## src/rtl/lexcmp_pkg.sv

```systemverilog
`timescale 1ns/1ps
package lexcmp_pkg;
    localparam int DW        = 64;
    localparam int SP_W      = 32;
    localparam int SP_EXP_W  = 8;
    localparam int SP_FRAC_W = 23;
    localparam int DP_EXP_W  = 11;
    localparam int DP_FRAC_W = 52;
    localparam int MAG_W     = DW - 1;

    typedef enum logic [1:0] {
        CODE_NOT_LESS = 2'd0,
        CODE_LESS     = 2'd1,
        CODE_UNORD_A  = 2'd2,
        CODE_UNORD_B  = 2'd3
    } code_e;

    typedef struct packed {
        logic             sign;
        logic             nan;
        logic             zero;
        logic [MAG_W-1:0] mag;
    } opnd_t;

    typedef struct packed {
        logic  done;
        code_e code;
    } state_t;
endpackage

```

## src/rtl/lexcmp_classify.sv

```systemverilog
`timescale 1ns/1ps
module lexcmp_classify
    import lexcmp_pkg::*;
(
    input  logic [DW-1:0] raw_i,
    input  logic          dbl_i,
    output opnd_t         info_o
);
    logic             exp_ones;
    logic             frac_nz;
    logic             sign;
    logic [MAG_W-1:0] mag;

    always_comb begin
        if (dbl_i) begin
            sign     = raw_i[DW-1];
            exp_ones = &raw_i[DW-2 -: DP_EXP_W];
            frac_nz  = |raw_i[DP_FRAC_W-1:0];
            mag      = raw_i[MAG_W-1:0];
        end else begin
            sign     = raw_i[SP_W-1];
            exp_ones = &raw_i[SP_W-2 -: SP_EXP_W];
            frac_nz  = |raw_i[SP_FRAC_W-1:0];
            mag      = MAG_W'(raw_i[SP_W-2:0]);
        end
        info_o.sign = sign;
        info_o.mag  = mag;
        info_o.nan  = exp_ones & frac_nz;
        info_o.zero = (mag == '0);
    end
endmodule

```

## src/rtl/lexcmp_order.sv

```systemverilog
`timescale 1ns/1ps
module lexcmp_order
    import lexcmp_pkg::*;
(
    input  opnd_t a_i,
    input  opnd_t b_i,
    output code_e code_o
);
    logic mag_lt;
    logic mag_gt;
    logic lt;

    always_comb begin
        mag_lt = (a_i.mag < b_i.mag);
        mag_gt = (a_i.mag > b_i.mag);
        if (a_i.zero && b_i.zero)
            lt = a_i.sign && !b_i.sign;      // -0 below +0
        else if (a_i.sign != b_i.sign)
            lt = a_i.sign;
        else if (!a_i.sign)
            lt = mag_lt;
        else
            lt = mag_gt;                     // both negative: order reversed

        if (b_i.nan)
            code_o = CODE_UNORD_B;
        else if (a_i.nan)
            code_o = CODE_UNORD_A;
        else if (lt)
            code_o = CODE_LESS;
        else
            code_o = CODE_NOT_LESS;
    end
endmodule

```

## src/rtl/lexcmp_unit.sv

```systemverilog
`timescale 1ns/1ps
module lexcmp_unit
    import lexcmp_pkg::*;
(
    input  logic          clk,
    input  logic          rst_n,
    input  logic          start_i,
    input  logic          dbl_i,
    input  logic [DW-1:0] op_a_i,
    input  logic [DW-1:0] op_b_i,
    output logic [1:0]    code_o,
    output logic          done_o
);
    localparam int N_OPND = 2;

    logic [DW-1:0] raw [N_OPND];
    opnd_t         info [N_OPND];
    code_e         cmp_code;
    state_t        st_d;
    state_t        st_q;

    assign raw[0] = op_a_i;
    assign raw[1] = op_b_i;

    for (genvar g = 0; g < N_OPND; g++) begin : g_cls
        lexcmp_classify cls_i (
            .raw_i  (raw[g]),
            .dbl_i  (dbl_i),
            .info_o (info[g])
        );
    end

    lexcmp_order ord_i (
        .a_i    (info[0]),
        .b_i    (info[1]),
        .code_o (cmp_code)
    );

    always_comb begin
        st_d      = st_q;
        st_d.done = start_i;
        if (start_i)
            st_d.code = cmp_code;
    end

    always_ff @(posedge clk or negedge rst_n) begin
        if (!rst_n)
            st_q <= '{done: 1'b0, code: CODE_NOT_LESS};
        else
            st_q <= st_d;
    end

    assign code_o = st_q.code;
    assign done_o = st_q.done;


    done_follows_start_chk: assert property (@(posedge clk) disable iff (!rst_n)
        start_i |=> done_o);

    done_idle_chk: assert property (@(posedge clk) disable iff (!rst_n)
        !start_i |=> !done_o);

    code_hold_chk: assert property (@(posedge clk) disable iff (!rst_n)
        !start_i |=> $stable(code_o));

    b_nan_code_chk: assert property (@(posedge clk) disable iff (!rst_n)
        (start_i && info[1].nan) |=> (code_o == 2'b11));

    a_nan_code_chk: assert property (@(posedge clk) disable iff (!rst_n)
        (start_i && info[0].nan && !info[1].nan) |=> (code_o == 2'b10));
endmodule

```

## config.mk

```make
export PLATFORM = sky130hd
export DESIGN_NAME = lexcmp_unit
export DESIGN_NICKNAME = d
export VERILOG_FILES = /design/src/rtl/lexcmp_pkg.sv /design/src/rtl/lexcmp_classify.sv /design/src/rtl/lexcmp_order.sv /design/src/rtl/lexcmp_unit.sv
export SDC_FILE = /design/constraint.sdc
export NUM_CORES = 1
export LEC_CHECK = 0
export ABC_CLOCK_PERIOD_IN_PS = 1300
export BUFFER_PORTS_ARGS = -buffer_cell sky130_fd_sc_hd__buf_2
export CORE_ASPECT_RATIO = 0.8
export CORE_MARGIN = 1.5
export CORE_UTILIZATION = 50
export CTS_CLUSTER_SIZE = 24
export DETAILED_ROUTE_END_ITERATION = 6
export PLACE_DENSITY_LB_ADDON = 0.1
export SLEW_MARGIN = 20
export SYNTH_ARGS = -nofsm -noshare
export SYNTH_HDL_FRONTEND = slang
export SYNTH_SLANG_ARGS = --single-unit
export TNS_END_PERCENT = 50
```

## constraint.sdc

```tcl
create_clock -name clk -period 1.3 [get_ports clk]
set_clock_uncertainty 0.05 [all_clocks]
set_input_delay 0.39 -clock clk [delete_from_list [all_inputs] [get_ports clk]]
set_output_delay 0.39 -clock clk [all_outputs]
set_load 0.1 [all_outputs]
```

==> results.txt, run 1 <==
Cell mode on critical path: buf_12
CP arrival: 2.79 ns
Hold_sp: start_i
Max VDD drop: 476 uV
Hold Crit Class: in -> reg
DRC Markers: 7
RSZ-0062 raised after global routing: true
Row count: 22
Max Cap Viol: 0
Slew of the pin with the lowest slew margin: 0.513 ns
Cell family with most CP delay: simple AND/OR/NAND/NOR gates
Net switching power: 959 uW
Gpl congestion: 0.912
Startpoint Class: input port
#FFs+latches synth: 3
Cts bufs inserted: 3
Remaining antenna violation count after routing: 0
Switching share of power: 0.465
Total congestion overflow: 0
Commonest cells in the netlist: 64 x ha_1, 63 x nand2_1, 36 x inv_1
P_leak: 0.00234 uW
Int Power: 1100 uW
Total Routing Usage GR: 0.454
Via count: 4673
Starting Density: 0.530
Worst path max stage delay: 0.35 ns
Run status: finished, violations left
Clk buf depth: 2
Synth Flop Type: dfrtp_1
Clock group share of total power: 0.147
Die Y-Extent: 65.8 um
Fin worst setup slack: -1.44 ns
Die ar.: 5360 um^2
Combinational fraction of design power: 0.797
Final Hold Violating Endpoints: 0
Yosys top cell by area: ha_1
Count leader, synth: ha_1
Hold-critical path depth: 1
Failing checks: DRC, setup timing
Clock sinks: 3
Worst reg2reg path endpoint: code_o[0]
Htree depth: 1
Min cycle time layout: 2.74 ns
Footprint of the multi-input gates: 2410 um^2
CP Data Required Time: 1.35 ns
Syn. warnings: 0
FF+latch area: 75.1 um^2
Dpl hpwl: 8.21 mm
Ant. Diodes: 0
Mapped Area: 2460 um^2
Syn Inst Count: 359
I/O pin count: 135
Worst rel slew slack: 0.655
Placed inst area: 4080 um^2
# setup viols final: 2
Power Total: 2060 uW
WL/cell: 23.1 um
DRT iter0 DRCs: 771
Setup CP Type: in -> reg
Fin cells: 659
Period Utilization, post-route: 2.10
Fillers: 137
FF-to-FF Start: code_o[0]
Largest net degree at the start of global routing: 29
First-pass GRT wire length: 18.6 mm
Slowest stage cell, crit path: nor4_4
Clk_lat worst skew: 0.23 ns
Cell area after layout: 4400 um^2
Root Driver: clkbuf_8
Netlist cell types: 39
Sequential power share: 0.055
Vias per inst: 7.09
Top cells by area, synth: ha_1 33%, nand2_1 9.6%, and2_1 8.6%
CTS tree: done
Async SR Flop Fraction: 1.00
Fmax: 366 MHz
Clock transition at path regs: 0.04 ns
Number of synthesized flops with an enable pin: 0
Final slew viol count: 0
Final #Nets: 796
Initial antenna violation count: 0
Total wire length: 15.2 mm
Share of layout cells above drive strength 1: 0.471
Syn_area_per_cell: 6.86 um^2
CP max FO: 6
Die Width: 81.5 um
Pwr dens: 468 nW/um^2
Core Region: 4650 um^2
Pre-Repair DR Iteration Count: 7
Seq/Total Area, Yosys: 0.0305
Post-Syn Nets: 555
Vias in the first global route: 4204
Port bufs: 134
Buffers & Inverters on Critical Path: 3
R2R depth: 2
Core Util, Final: 0.946
Post-Place Cells: 646
Worst Hold End: done_o
Crit path cell chain: buf_12 > buf_12 > buf_4 > nand2_1 > ha_1 > nand4_1 > nor4_4 > and4_1 > a21boi_2 > nor3_1 > o21a_2 > o41a_1
Endpoint class of the critical path: register
R2R Setup Slk: 0.40 ns
Area share of the largest cell type after synthesis: 0.325
Area growth, synth to finish: 78.7%
[through the flow]
stage | hold slack (ns) | setup TNS [ns] | worst slack (ns)
after CTS | 0.288 | -1.89 | -1.19
after global routing | 0.285 | -2.67 | -1.72
after floorplan | 0.0444 | -1.78 | -1.35
after detailed placement | 0.139 | -2.45 | -1.57
after global placement | 0.140 | -2.26 | -1.42
final | 0.290 | -2.32 | -1.44
[metal layers]
layer,global-route usage,up-vias,share of wire
li1,-,1830,-
met4,0.325,0,0.12
met3,0.148,246,0.13
met2,0.758,605,0.42
met1,0.474,1992,0.33
met5,0.0333,-,0
[area by class of cell]
class	instances	area share
clock buffers	4	0.0102
inverters	36	0.0307
multi-input cells	312	0.548
flip-flops and latches	3	0.0171
well taps	60	0.0171
repair buffers	244	0.377
[cell families (layout without fill, tap and decap cells)]
logic type,Yosys count,count (layout),synth area share
AOI/OAI and AO/OA,62,62,0.165
muxes,2,2,0.00813
buffers and inverters,44,284,0.0670
adders and majority gates,64,64,0.325
DFF,3,3,0.0305
and+or+nand+nor,184,184,0.405
[how the worst max path moves through the flow]
stage / startpoint / to / cells after the start
CTS: dbl_i / code_o[0] / 11
global route: dbl_i / code_o[0] / 11
global placement: dbl_i / code_o[0] / 11
detailed placement: dbl_i / code_o[0] / 11
floorplan: dbl_i / code_o[0] / 12
finish: dbl_i / code_o[0] / 12
[power groups by stage]
stage	Combinational, uW	Clock [uW]	Sequential [uW]
2_1_floorplan	554	0	177
3_3_place_gp	1240	0	114
3_5_place_dp	1300	0	115
4_1_cts	1380	280	114
5_1_grt	1730	316	114
6_report	1640	304	114
[cells in the final DEF, fill, tap and decap left out, drive strengths merged, types with 2 or more instances in the layout]
cell type    n
a211oi       3
a21o         5
a21oi       23
a221oi       4
a31oi        2
and2        34
and4         5
buf        242
clkbuf       5
dfrtp        3
ha          64
inv         36
mux2i        2
nand2       63
nand3        4
nand4       22
nor2         9
nor3         9
nor4        32
o21ai       11
o22a         2
o2bb2ai      2
o31ai        2
o41ai        2
or4          2
[sequential cells by signal, summed over array words and instances, names as in the netlist]
name,count
done_o,1
code_o,2
[worst register-to-register path, delay by kind of cell, from the launching register on]
| kind | cells | cell delay (ns) |
|---|---|---|
| AO/OA/AOI/OAI | 2 | 0.32 |
| flip-flops | 1 | 0.40 |
[what timing repair did]
item / CTS / global route
gates cloned: 3 / 1
hold buffers: 1 / 0
buffers inserted: 2 / 2
pin swaps: 13 / 12
endpoints found under the hold margin: 3 / 0
resized for setup: 12 / 12
setup endpoints to repair: 2 / 2
(Power assumes the default switching activity.)
==> inputs of run 2 (changes only) <==
--- a/config.mk
+++ b/config.mk
@@ -6,13 +6,14 @@
 export NUM_CORES = 1
 export LEC_CHECK = 0
 export ABC_CLOCK_PERIOD_IN_PS = 1300
-export BUFFER_PORTS_ARGS = -buffer_cell sky130_fd_sc_hd__buf_2
 export CORE_ASPECT_RATIO = 0.8
 export CORE_MARGIN = 1.5
-export CORE_UTILIZATION = 50
+export CORE_UTILIZATION = 65
 export CTS_CLUSTER_SIZE = 24
 export DETAILED_ROUTE_END_ITERATION = 6
+export DONT_BUFFER_PORTS = 1
 export PLACE_DENSITY_LB_ADDON = 0.1
+export SETUP_SLACK_MARGIN = 0.1
 export SLEW_MARGIN = 20
 export SYNTH_ARGS = -nofsm -noshare
 export SYNTH_HDL_FRONTEND = slang
==> run 2 against run 1 <==
Highest routed layer unchanged. Worst setup slack improved by 0.23 ns. Clock power is essentially flat. Register-to-register slack lost 0.10 ns. The flow still finishes with violations (DRC, setup timing). Critical path depth shrank 3. Largest cell class unchanged. Non-clock buffer count is 212 lower.
==> results.txt, run 2 (same netlist as run 1, synthesis figures left out) <==
CTS tree: done
Fin worst setup slack: -1.21 ns (+0.228 ns)
CP Data Required Time: 1.34 ns (about the same)
Hold Crit Class: in -> reg
Power Total: 1450 uW (-29%)
Root Driver: clkbuf_8
Cell area after layout: 3260 um^2 (-26%)
Vias per inst: 7.79 (+9.9%)
Max Cap Viol: 0 (unchanged)
Pre-Repair DR Iteration Count: 7 (unchanged)
Worst rel slew slack: 0.626 (-0.0289)
WL/cell: 24.9 um (+8.1%)
Row count: 19 (-14%)
Starting Density: 0.700 (+0.171)
Post-Place Cells: 416 (-36%)
Worst path max stage delay: 0.41 ns (+0.06 ns)
Core Region: 3520 um^2 (-24%)
Hold_sp: start_i
Total congestion overflow: 0 (unchanged)
Gpl congestion: 0.855 (-6.2%)
Area growth, synth to finish: 32.4%
Buffers & Inverters on Critical Path: 0 (-3)
CP max FO: 70 (+64)
Fin cells: 429 (-35%)
Most frequent cells in the layout: 58 x nand2_1, 48 x ha_1, 36 x inv_1, 27 x buf_4, 22 x a21oi_1
# setup viols final: 3 (+1)
Pwr dens: 446 nW/um^2 (-4.7%)
DRC Markers: 8 (+1)
Worst Hold End: done_o
R2R depth: 2 (unchanged)
Max VDD drop: 327 uV (-31%)
Total Routing Usage GR: 0.389 (-0.0644)
Ant. Diodes: 0 (unchanged)
Remaining antenna violation count after routing: 0 (unchanged)
Clk buf depth: 2 (unchanged)
Min cycle time layout: 2.51 ns (-0.228 ns)
Vias in the first global route: 3051 (-27%)
Htree depth: 1 (unchanged)
Share of layout cells above drive strength 1: 0.253 (-0.218)
Setup CP Type: in -> reg
CP startpoint: dbl_i
Cell family with most CP delay: simple AND/OR/NAND/NOR gates
Worst reg2reg path endpoint: code_o[0]
Fmax: 399 MHz (+9.1%)
Run status: finished, violations left
Final #Nets: 584 (-27%)
Die Y-Extent: 58.1 um (-12%)
P_leak: 0.00144 uW (-38%)
Placed inst area: 2760 um^2 (-32%)
CP arrival: 2.55 ns (-0.24 ns)
Clk_lat worst skew: 0.23 ns (about the same)
Failing checks: DRC, setup timing
Final slew viol count: 0 (unchanged)
FF-to-FF Start: code_o[0]
Hold WS: 0.137 ns (-0.153 ns)
Period Utilization, post-route: 1.93 (-0.175)
Via count: 3342 (-28%)
Final Hold Violating Endpoints: 0 (unchanged)
R2R Setup Slk: 0.30 ns (-0.10 ns)
RSZ-0062 raised after global routing: true
Slowest stage cell, crit path: o41a_1
First-pass GRT wire length: 12.9 mm (-31%)
Largest net degree at the start of global routing: 71 (+140%)
Crit path cell chain: nand2_1 > ha_4 > nand4_1 > nor4_2 > and4_1 > a21boi_4 > nor3_2 > o21a_2 > o41a_1
Most common cell after layout, fill and taps aside: nand2_1
Endpoint class of the critical path: register
Largest register FFs: 2 (unchanged)
Startpoint Class: input port
Die ar.: 4170 um^2 (-22%)
Total wire length: 10.7 mm (-30%)
Clock sinks: 3 (unchanged)
Initial antenna violation count: 0 (unchanged)
Dpl hpwl: 6.05 mm (-26%)
Slew of the pin with the lowest slew margin: 0.556 ns (+0.0433 ns)
DRT iter0 DRCs: 327 (-58%)
Port bufs: 0 (-100%)
Clock transition at path regs: 0.04 ns (about the same)
I/O pin count: 135 (unchanged)
Die Width: 71.8 um (-12%)
Setup_tns: -1.64 ns (+0.678 ns)
Cts bufs inserted: 3 (unchanged)
Hold-critical path depth: 0 (-1)
WP depth: 9 (-3)
[run 2: worst reg2reg max path: cells and delay by family (launching register included)]
family / cells / cell delay (ns)
AOI/OAI and AO/OA: 2 / 0.37
DFF: 1 / 0.43
[run 2: metrics by stage]
step	util	setup slack, ns
2_1_floorplan	-	-1.35
3_3_place_gp	0.783	-1.06
3_5_place_dp	0.783	-1.14
4_1_cts	0.874	-0.905
5_1_grt	0.927	-1.35
6_report	0.927	-1.21
[run 2: report_power, final]
group	switching [uW]	internal, uW	total (uW)
sequential	12.9	103	116
combinational	537	499	1040
clock	90.8	212	303
[run 2: area by class of cell]
type | count | area (um^2)
well taps | 42 | 52.6
repair buffers | 32 | 284
multi-input cells | 312 | 2670
flip-flops and latches | 3 | 75.1
inverters | 36 | 135
fillers | 124 | 258
clock buffers | 4 | 45.0
[run 2: worst max path at each step]
stage                           end  slack [ns]
after global placement    code_o[0]       -1.06
after detailed placement  code_o[0]       -1.14
final                     code_o[0]       -1.21
after CTS                 code_o[0]       -0.90
after global routing      code_o[0]       -1.35
after floorplan           code_o[0]       -1.35
[run 2: repair_timing]
action | in CTS | in global routing
endpoints found under the setup margin | 5 | 5
buffers inserted | 6 | 2
gates cloned | 0 | 0
pin swaps | 29 | 17
hold buffers | 1 | 0
endpoints found under the hold margin | 3 | 0
gates resized for setup | 33 | 25
[run 2: layer usage]
| metal | GRT usage | part of all wire |
|---|---|---|
| met1 | 0.448 | 0.34 |
| met2 | 0.681 | 0.44 |
| met3 | 0.0748 | 0.12 |
| met4 | 0.216 | 0.095 |
| met5 | 0 | 0 |
==> inputs of run 3 (changes only) <==
--- a/config.mk
+++ b/config.mk
@@ -5,6 +5,7 @@
 export SDC_FILE = /design/constraint.sdc
 export NUM_CORES = 1
 export LEC_CHECK = 0
+export ABC_AREA = 1
 export ABC_CLOCK_PERIOD_IN_PS = 1300
 export CORE_ASPECT_RATIO = 0.8
 export CORE_MARGIN = 1.5
==> run 3 against run 2 <==
The flow finishes with violations (setup timing). Combinational power up 8%. First-iteration DRC count grew 16%. Synthesized cell count is 36% higher. Fmax increased by 33%. Final area is 15% higher. Die area rose by 13%. Global-route usage shrank 5.0 points. Routed wire length shrank 3.6%. Worst setup slack gained 0.62 ns. Non-clock buffer count up 29. Highest routed layer unchanged.
==> results.txt, run 3 <==
Die Width: 76.3 um (+6.2%)
Core Region: 4150 um^2 (+18%)
Worst reg2reg path endpoint: code_o[1]
Placed inst area: 3280 um^2 (+19%)
Share of layout cells above drive strength 1: 0.277 (+0.0238)
Largest register FFs: 2 (unchanged)
Vias in the first global route: 3062 (+0.36%)
Max Cap Viol: 0 (unchanged)
Cell area after layout: 3740 um^2 (+15%)
Hold-critical path depth: 0 (unchanged)
Gpl congestion: 0.881 (+3.1%)
FF-to-FF Start: code_o[1]
Root Driver: clkbuf_8
Clk_lat worst skew: 0.22 ns (about the same)
Syn. warnings: 0 (unchanged)
Max VDD drop: 328 uV (+0.14%)
Final #Nets: 742 (+27%)
Die ar.: 4700 um^2 (+13%)
Min cycle time layout: 1.88 ns (-0.623 ns)
Row count: 21 (+2)
Final Hold Violating Endpoints: 0 (unchanged)
Startpoint Class: input port
Final slew viol count: 0 (unchanged)
Pre-Repair DR Iteration Count: 5 (-2)
RSZ-0062 raised after global routing: true
Count leader, synth: nand2_1
Area growth, synth to finish: 33.8%
Period Utilization, post-route: 1.45 (-0.480)
Yosys top cell by area: ha_1
Slowest stage cell, crit path: ha_1
Vias per inst: 6.28 (-19%)
Ant. Diodes: 0 (unchanged)
Fillers: 211 (+70%)
Via count: 3782 (+13%)
Starting Density: 0.673 (-0.0272)
Largest net degree at the start of global routing: 74 (+4.2%)
CP max FO: 73 (+4.3%)
Top cells by area, synth: ha_1 29%, nand2_1 22%, inv_1 12%
Clock transition at path regs: 0.03 ns (about the same)
Hold Crit Class: in -> reg
DRT iter0 DRCs: 380 (+16%)
Most common cell after layout, fill and taps aside: nand2_1
I/O pin count: 135 (unchanged)
Core Util, Final: 0.900 (-0.0265)
Port bufs: 0 (unchanged)
R2R Setup Slk: 0.40 ns (+0.10 ns)
Commonest cells in the netlist: 165 x nand2_1, 87 x inv_1, 64 x ha_1
Htree depth: 1 (unchanged)
Hold_sp: start_i
Async SR Flop Fraction: 1.00 (unchanged)
# setup viols final: 2 (-1)
Crit path cell chain: nand2_1 > inv_1 > ha_1 > nand2_1 > nor2_2 > nand4_1 > nor3_4 > nand2_1 > nand2_1 > nand2_1 > nand2_1 > nand2_1 > nand2_1 > nand2_1 > a21oi_2
Clk buf depth: 2 (unchanged)
Mapped Area: 2790 um^2 (+13%)
Worst path max stage delay: 0.29 ns (-0.12 ns)
#FFs+latches synth: 3 (unchanged)
Clock sinks: 3 (unchanged)
Post-Syn Nets: 684 (+23%)
Worst Hold End: done_o
Worst rel slew slack: 0.564 (-0.0620)
R2R depth: 3 (+1)
Fin worst setup slack: -0.584 ns (+0.623 ns)
Seq/Total Area, Yosys: 0.0269 (-0.00360)
Slew of the pin with the lowest slew margin: 0.645 ns (+0.0893 ns)
P_leak: 0.00201 uW (+40%)
CTS tree: done
Die Y-Extent: 61.6 um (+6.2%)
CP arrival: 1.99 ns (-0.56 ns)
Fmax: 531 MHz (+33%)
Total wire length: 10.3 mm (-3.6%)
Failing checks: setup timing
Syn Inst Count: 488 (+36%)
Number of synthesized flops with an enable pin: 0 (unchanged)
Remaining antenna violation count after routing: 0 (unchanged)
Cts bufs inserted: 3 (unchanged)
DRC Markers: 0 (-8)
Total congestion overflow: 0 (unchanged)
WL/cell: 17.1 um (-31%)
Run status: finished, violations left
Initial antenna violation count: 0 (unchanged)
Netlist cell types: 27 (-31%)
Pwr dens: 407 nW/um^2 (-8.7%)
Synth Flop Type: dfrtp_1
Cell mode on critical path: nand2_1
Area share of the largest cell type after synthesis: 0.287 (-0.0384)
Endpoint class of the critical path: register
First-pass GRT wire length: 12.8 mm (-0.80%)
Syn_area_per_cell: 5.73 um^2 (-17%)
Most frequent cells in the layout: 137 x nand2_1, 74 x inv_1, 57 x buf_4, 47 x ha_1, 30 x nand4_1
Total Routing Usage GR: 0.339 (-0.0500)
Dpl hpwl: 7.04 mm (+16%)
Setup CP Type: in -> reg
CP Data Required Time: 1.40 ns (+0.06 ns)
-- run 3: repair_timing --
action	in CTS	in global routing
pin swaps	5	41
gates resized for setup	15	69
hold buffers	1	0
endpoints found under the setup margin	5	5
endpoints found under the hold margin	3	0
buffers inserted	0	3
-- run 3: worst max path at each step --
stage                     from         to  slack [ns]  cells past startpoint
global route        op_b_i[28]  code_o[0]       -0.68                     17
finish                   dbl_i  code_o[0]       -0.58                     15
CTS                      dbl_i  code_o[0]       -0.50                     15
floorplan                dbl_i  code_o[0]       -0.84                     20
detailed placement  op_b_i[30]  code_o[0]       -0.79                     17
global placement    op_b_i[30]  code_o[0]       -0.74                     17
-- run 3: logic make-up after synthesis --
family	count (synthesis)	synth area share
compound gates	46	0.0923
buf+inv	95	0.147
fa+ha+maj	64	0.287
simple gates	279	0.444
mux	1	0.00358
flops	3	0.0269
-- run 3: layout make-up --
type	count	area, um^2	share of cell area
multi-input cells	390	2720	0.727
inverters	87	330	0.0884
well taps	57	71.3	0.0191
flip-flops and latches	3	75.1	0.0201
repair buffers	61	498	0.133
clock buffers	4	45.0	0.0121
-- run 3: report_power, final --
part	internal (uW)	switching, uW	leakage (uW)
sequential	104	9.86	0.0000350
clock	210	77.8	0.0000228
combinational	505	616	0.00195
-- run 3: per-stage QoR --
step	cells	worst slack [ns]	TNS (ns)	hold slack, ns	power (uW)
finish	602	-0.584	-0.850	0.140	1520
floorplan	488	-0.835	-1.19	0.0444	788
global placement	594	-0.737	-1.20	0.0445	984
global route	602	-0.676	-0.986	0.140	1650
detailed placement	594	-0.791	-1.26	0.0445	1020
CTS	599	-0.505	-0.640	0.139	1340
-- run 3: per-layer routing --
metal	wire (um)	track usage	up-vias
met3	1200	0.0756	72
li1	-	-	1739
met4	491	0.0820	0
met5	0	0	-
met2	4700	0.597	307
met1	3910	0.433	1664
-- run 3: critical path, delay by kind of cell --
family	cells	cell delay (ns)
AO/OA/AOI/OAI	1	0.12
adder cells (fa/ha/maj)	1	0.29
AND/OR/NAND/NOR	12	1.10
buffers and inverters	1	0.05
